==> config.mk <==
export PLATFORM = sky130hd
export DESIGN_NAME = uart_loopback_router
export DESIGN_NICKNAME = d
export VERILOG_FILES = /design/src/rtl/lb_pkg.sv /design/src/rtl/lb_sync.sv /design/src/rtl/lb_route.sv /design/src/rtl/lb_delta.sv /design/src/rtl/uart_loopback_router.sv
export SDC_FILE = /design/constraint.sdc
export NUM_CORES = 1
export LEC_CHECK = 0
export CORE_MARGIN = 1
export CORE_UTILIZATION = 25
export CTS_CLUSTER_SIZE = 20
export DETAILED_ROUTE_END_ITERATION = 10
export PLACE_DENSITY = 0.52
export RECOVER_POWER = 100
export SLEW_MARGIN = 20
export SYNTH_ARGS = -nofsm -noshare
export SYNTH_HDL_FRONTEND = slang
export SYNTH_SLANG_ARGS = --single-unit
==> constraint.sdc <==
create_clock -name clk -period 2.7 [get_ports clk]
set_input_delay 0.675 -clock clk [delete_from_list [all_inputs] [get_ports clk]]
set_output_delay 0.675 -clock clk [all_outputs]
set_load 0.02 [all_outputs]
==> src/rtl/lb_pkg.sv <==
package lb_pkg;
  localparam int NUM_MODEM = 4;
  localparam int ST_CTS = 0;
  localparam int ST_DSR = 1;
  localparam int ST_RI  = 2;
  localparam int ST_CD  = 3;
  // Lines that flag only on a 1 -> 0 transition
  localparam logic [NUM_MODEM-1:0] TRAIL_ONLY = 4'b0100;

  typedef logic [NUM_MODEM-1:0] modem_vec_t;

  // Per-line change event: any toggle, or a trailing edge for masked lines
  function automatic modem_vec_t status_events(input modem_vec_t prev,
                                               input modem_vec_t now,
                                               input modem_vec_t trail_mask);
    modem_vec_t evt;
    for (int i = 0; i < NUM_MODEM; i++) begin
      evt[i] = trail_mask[i] ? (prev[i] & ~now[i]) : (prev[i] ^ now[i]);
    end
    return evt;
  endfunction
endpackage

==> src/rtl/lb_sync.sv <==
module lb_sync #(
  parameter int WIDTH  = 4,
  parameter int STAGES = 2
) (
  input  logic             clk,
  input  logic             rst_n,
  input  logic [WIDTH-1:0] d,
  output logic [WIDTH-1:0] q
);
  logic [WIDTH-1:0] chain [STAGES];

  for (genvar s = 0; s < STAGES; s++) begin : g_stage
    always_ff @(posedge clk or negedge rst_n) begin
      if (!rst_n) chain[s] <= '0;
      else if (s == 0) chain[s] <= d;
      else chain[s] <= chain[(s == 0) ? 0 : s-1];
    end
  end

  assign q = chain[STAGES-1];
endmodule

==> src/rtl/lb_route.sv <==
module lb_route
  import lb_pkg::*;
(
  input  logic       loop_en,
  input  modem_vec_t mctl_bits,
  input  logic       ser_tx_core,
  input  logic       rx_pin,
  input  modem_vec_t status_synced,
  output logic       tx_pin,
  output logic       rx_core,
  output modem_vec_t mctl_pins,
  output modem_vec_t status_now
);
  modem_vec_t wrapped;

  // Control bit to status line wrap map
  always_comb begin
    wrapped         = '0;
    wrapped[ST_CTS] = mctl_bits[0];
    wrapped[ST_DSR] = mctl_bits[1];
    wrapped[ST_RI]  = mctl_bits[2];
    wrapped[ST_CD]  = mctl_bits[3];
  end

  always_comb begin
    if (loop_en) begin
      tx_pin     = 1'b1;
      rx_core    = ser_tx_core;
      mctl_pins  = '0;
      status_now = wrapped;
    end else begin
      tx_pin     = ser_tx_core;
      rx_core    = rx_pin;
      mctl_pins  = mctl_bits;
      status_now = status_synced;
    end
  end
endmodule

==> src/rtl/lb_delta.sv <==
module lb_delta
  import lb_pkg::*;
(
  input  logic       clk,
  input  logic       rst_n,
  input  modem_vec_t status_now,
  input  logic       status_rd,
  output modem_vec_t status_prev,
  output modem_vec_t delta_evt,
  output modem_vec_t status_delta
);
  assign delta_evt = status_events(status_prev, status_now, TRAIL_ONLY);

  always_ff @(posedge clk or negedge rst_n) begin
    if (!rst_n) begin
      status_prev  <= '0;
      status_delta <= '0;
    end else begin
      status_prev  <= status_now;
      status_delta <= (status_rd ? '0 : status_delta) | delta_evt;
    end
  end
endmodule

==> src/rtl/uart_loopback_router.sv <==
module uart_loopback_router
  import lb_pkg::*;
(
  input  logic       clk,
  input  logic       rst_n,
  input  logic       loop_en,
  input  logic [3:0] mctl_bits,
  input  logic       ser_tx_core,
  input  logic       rx_pin,
  input  logic [3:0] ext_status,
  input  logic       status_rd,
  output logic       tx_pin,
  output logic       rx_core,
  output logic [3:0] mctl_pins,
  output logic [3:0] status_now,
  output logic [3:0] status_delta
);
  localparam int SYNC_STAGES = 2;

  modem_vec_t status_synced;
  modem_vec_t status_prev;
  modem_vec_t delta_evt;

  lb_sync #(.WIDTH(NUM_MODEM), .STAGES(SYNC_STAGES)) u_sync (
    .clk   (clk),
    .rst_n (rst_n),
    .d     (ext_status),
    .q     (status_synced)
  );

  lb_route u_route (
    .loop_en       (loop_en),
    .mctl_bits     (mctl_bits),
    .ser_tx_core   (ser_tx_core),
    .rx_pin        (rx_pin),
    .status_synced (status_synced),
    .tx_pin        (tx_pin),
    .rx_core       (rx_core),
    .mctl_pins     (mctl_pins),
    .status_now    (status_now)
  );

  lb_delta u_delta (
    .clk          (clk),
    .rst_n        (rst_n),
    .status_now   (status_now),
    .status_rd    (status_rd),
    .status_prev  (status_prev),
    .delta_evt    (delta_evt),
    .status_delta (status_delta)
  );
endmodule

==> metrics.csv <==
stage,metric,value,unit
cells_and_area,diodes,0,
global_routing,grt_pass1_vias,430,
detailed_routing,vias,411,
global_routing,gr-usage-all-layers,10.25,%
sta,rsz0062_at_grt,false,
floorplanning,io_pins,28,
worst_hold_path,hold_path.class,register to register,
synthesis,synth.area.mux_share,10.95,%
detailed_routing,firstDrtPassIters,3,
synthesis,ys_warn_count,0,
critical_path,crit_buf_inv,3,
clock_tree,cts_max_path_buffers,2,
synthesis,synth_commonest_cells,"dfrtp_1, nor2b_1, and2b_2",
detailed_routing,drt_iter0_drc,3,
pwr,peakVddDrop,0.3741,mV
placed_design,dpl_cell_area,948.4,sq um
synthesis,synth_xor_xnor_area_share,0,%
placed_design,gp_routability_congestion,0.5814,
global_routing,grt_start_max_net_pins,17,
synthesis,synth_enable_flop_cells,0,
critical_path,max_stage_delay,0.45,ns
flow_run,maxCapViolCount,0,
critical_path,cp_max_fo,10,
synthesis,avgSynthCellArea,14.69,sq um
pwr,power,0.5288,mW
critical_path,worstReg2RegEnd,u_delta.status_delta[0]$_DFF_PN0_,
floorplanning,rows,17,
synthesis,synth_area_leader_cell,dfrtp_1,
clock_tree,numCtsBuffers,3,
critical_path,ff2ff_path_depth,4,
cells_and_area,utilization,42.28,%
cells_and_area,syn2layout_area_growth,55.98,%
cells_and_area,fin_area,962.2,sq um
critical_path,cp-end-kind,primary output,
cells_and_area,final_layout_size_suffix_gt1_share,25.97,%
placed_design,place.port_buffers,27,
critical_path,critical_path_cell_count,4,
synthesis,synth_most_common_cell,dfrtp_1,
critical_path,worstSetupEndpoint,status_now[2],
clock_tree,ctsRootBufferMaster,clkbuf_4,
global_routing,antenna_found_initial,0,
global_routing,grt_pass1_wl,1876,um
sta,setup_viol,0,
synthesis,synth-simple-area-share,17.65,%
synthesis,synth_nets,56,
clock_tree,h-tree-depth,1,
sta,tightestPinTransition,0.6740,ns
critical_path,startpoint,loop_en,
synthesis,netlist-cell-type-count,11,
synthesis,ys.flop_type,dfrtp_1,
cells_and_area,n_fill_cell,215,
synthesis,synth_area_leaders,"dfrtp_1, mux2_4, nor2b_1, and2b_2, nor3_2",
sta,post-route-period-util,97.90,%
sta,finalHoldViolCount,0,
critical_path,cp.arrival,1.97,ns
pwr,power.density,549.6,mW/mm^2
clock_tree,cts_sinks,16,
detailed_routing,wirelength,1051,um
clock_tree,clk_latency,0.28,ns
synthesis,synth_compound_area_share,3.448,%
critical_path,r2r_setup_slack,1.60,ns
critical_path,critPathTopFamily,buffers and inverters,
detailed_routing,drc,0,
synthesis,yosysTopAreaCellShare,64.91,%
floorplanning,die_h,51.67,um
status,outcome,"finished, final reports clean",
sta,slew_violations,0,
global_routing,grt-ovfl-total,0,
placed_design,hpwl,799.9,um
critical_path,crit_path_start_kind,input pin,
synthesis,synthCells,42,
worst_hold_path,hold_depth,0,
sta,min_period,2.643,ns
floorplanning,core,0.002276,sq mm
sta,max_freq,378.3,MHz
synthesis,synthAdderAreaFrac,0,%
synthesis,syn_area,616.8,sq um
detailed_routing,wl_per_cell,10.01,um
sta,fin_hold_ws,0.3489,ns
floorplanning,initial_utilization,27.10,%
critical_path,worstSetupPathType,input pin to primary output,
pwr,leakage,0.4381,nW
clock_tree,cts_resized,10,
synthesis,ys_seq_area_share,64.91,%
clock_tree,tritoncts,yes,
cells_and_area,nets,92,
clock_tree,clkSlewWorstSetupHoldPaths,0.09,ns
sta,finalSetupTns,0,ns
synthesis,synth_top_family_by_area,simple AND/OR/NAND/NOR gates,
synthesis,synth-seq-cells,16,
clock_tree,cts_setup_buffers,0,
clock_tree,cts_hold_buf,0,
critical_path,critical_path_required,2.03,ns
synthesis,synthArstFlopShare,100.0,%
critical_path,crit_slowest_cell,clkdlybuf4s50_1,
critical_path,worstPathCellList,clkdlybuf4s50_1 > buf_4 > mux2_2 > dlygate4sd2_1,
sta,slew_headroom,54.92,%
detailed_routing,viasPerCell,3.914,
critical_path,timing.rr.start,u_sync.q[0]$_DFF_PN0_,
floorplanning,die_x,51.67,um
detailed_routing,final_antenna_net_count,0,
floorplanning,die_area,0.002670,sq mm
sta,skew,0.004131,ns
==> flip-flops by register name (all words and copies together), names as in the netlist <==
signal / flops
u_delta.status_delta: 4
u_sync.q: 4
u_sync.chain: 4
u_delta.status_prev: 4
==> through the flow <==
| stage | worst slack, ns | instances |
|---|---|---|
| 2_1_floorplan | 0.8433 | 42 |
| 3_3_place_gp | -0.1663 | 101 |
| 3_5_place_dp | -0.1676 | 101 |
| 4_1_cts | 0.04336 | 105 |
| 5_1_grt | 0.003462 | 105 |
| 6_report | 0.05665 | 105 |
==> per-layer routing <==
metal | global-route usage (%) | share of wire [%] | vias to the layer above
met5 | 0 | 0 | -
met4 | 5.405 | 0.86 | 0
met3 | 5.263 | 7.8 | 2
met2 | 15.15 | 45 | 19
met1 | 11.99 | 46 | 184
li1 | - | - | 206
==> placed cells by master, fill, tap and decap left out, types with 2 or more instances in the layout <==
| cell type | instances |
|---|---|
| clkbuf_4 | 4 |
| inv_1 | 2 |
| nor3_1 | 2 |
| dlygate4sd2_1 | 10 |
| clkdlybuf4s50_1 | 8 |
| mux2_2 | 2 |
| mux2_4 | 3 |
| dlygate4sd3_1 | 9 |
| nor2b_1 | 6 |
| buf_4 | 4 |
| a21oi_1 | 3 |
| and2b_2 | 4 |
| dfrtp_1 | 16 |
==> final cells by class <==
| type | count | area, sq um | area share, % |
|---|---|---|---|
| clock buffers | 4 | 36.28 | 3.771 |
| inverters | 2 | 7.507 | 0.7802 |
| multi-input cells | 23 | 187.7 | 19.51 |
| flip-flops and latches | 16 | 400.4 | 41.61 |
| well taps | 28 | 35.03 | 3.641 |
| repair buffers | 32 | 295.3 | 30.69 |
==> report_power, final <==
group,switching (mW),internal [mW],leakage [nW]
Combinational,0.0513,0.0586,0.233
Clock,0.0733,0.0821,0.0210
Sequential,0.00616,0.257,0.184
==> how the worst min path moves through the flow <==
stage | startpoint | endpoint | slack [ns]
after floorplan | u_sync.chain[4]$_DFF_PN0_ | u_sync.q[0]$_DFF_PN0_ | 0.33
after global placement | u_sync.chain[6]$_DFF_PN0_ | u_sync.q[2]$_DFF_PN0_ | 0.33
after detailed placement | u_sync.chain[4]$_DFF_PN0_ | u_sync.q[0]$_DFF_PN0_ | 0.33
after CTS | u_sync.chain[6]$_DFF_PN0_ | u_sync.q[2]$_DFF_PN0_ | 0.35
after global routing | u_sync.chain[4]$_DFF_PN0_ | u_sync.q[0]$_DFF_PN0_ | 0.36
final | u_sync.chain[6]$_DFF_PN0_ | u_sync.q[2]$_DFF_PN0_ | 0.35
==> kinds of logic after synthesis <==
| group | Yosys count |
|---|---|
| buffers and inverters | 3 |
| AND/OR/NAND/NOR | 14 |
| flip-flops | 16 |
| AO/OA/AOI/OAI | 4 |
| multiplexers | 5 |
Power figures use the tool's default switching activity.
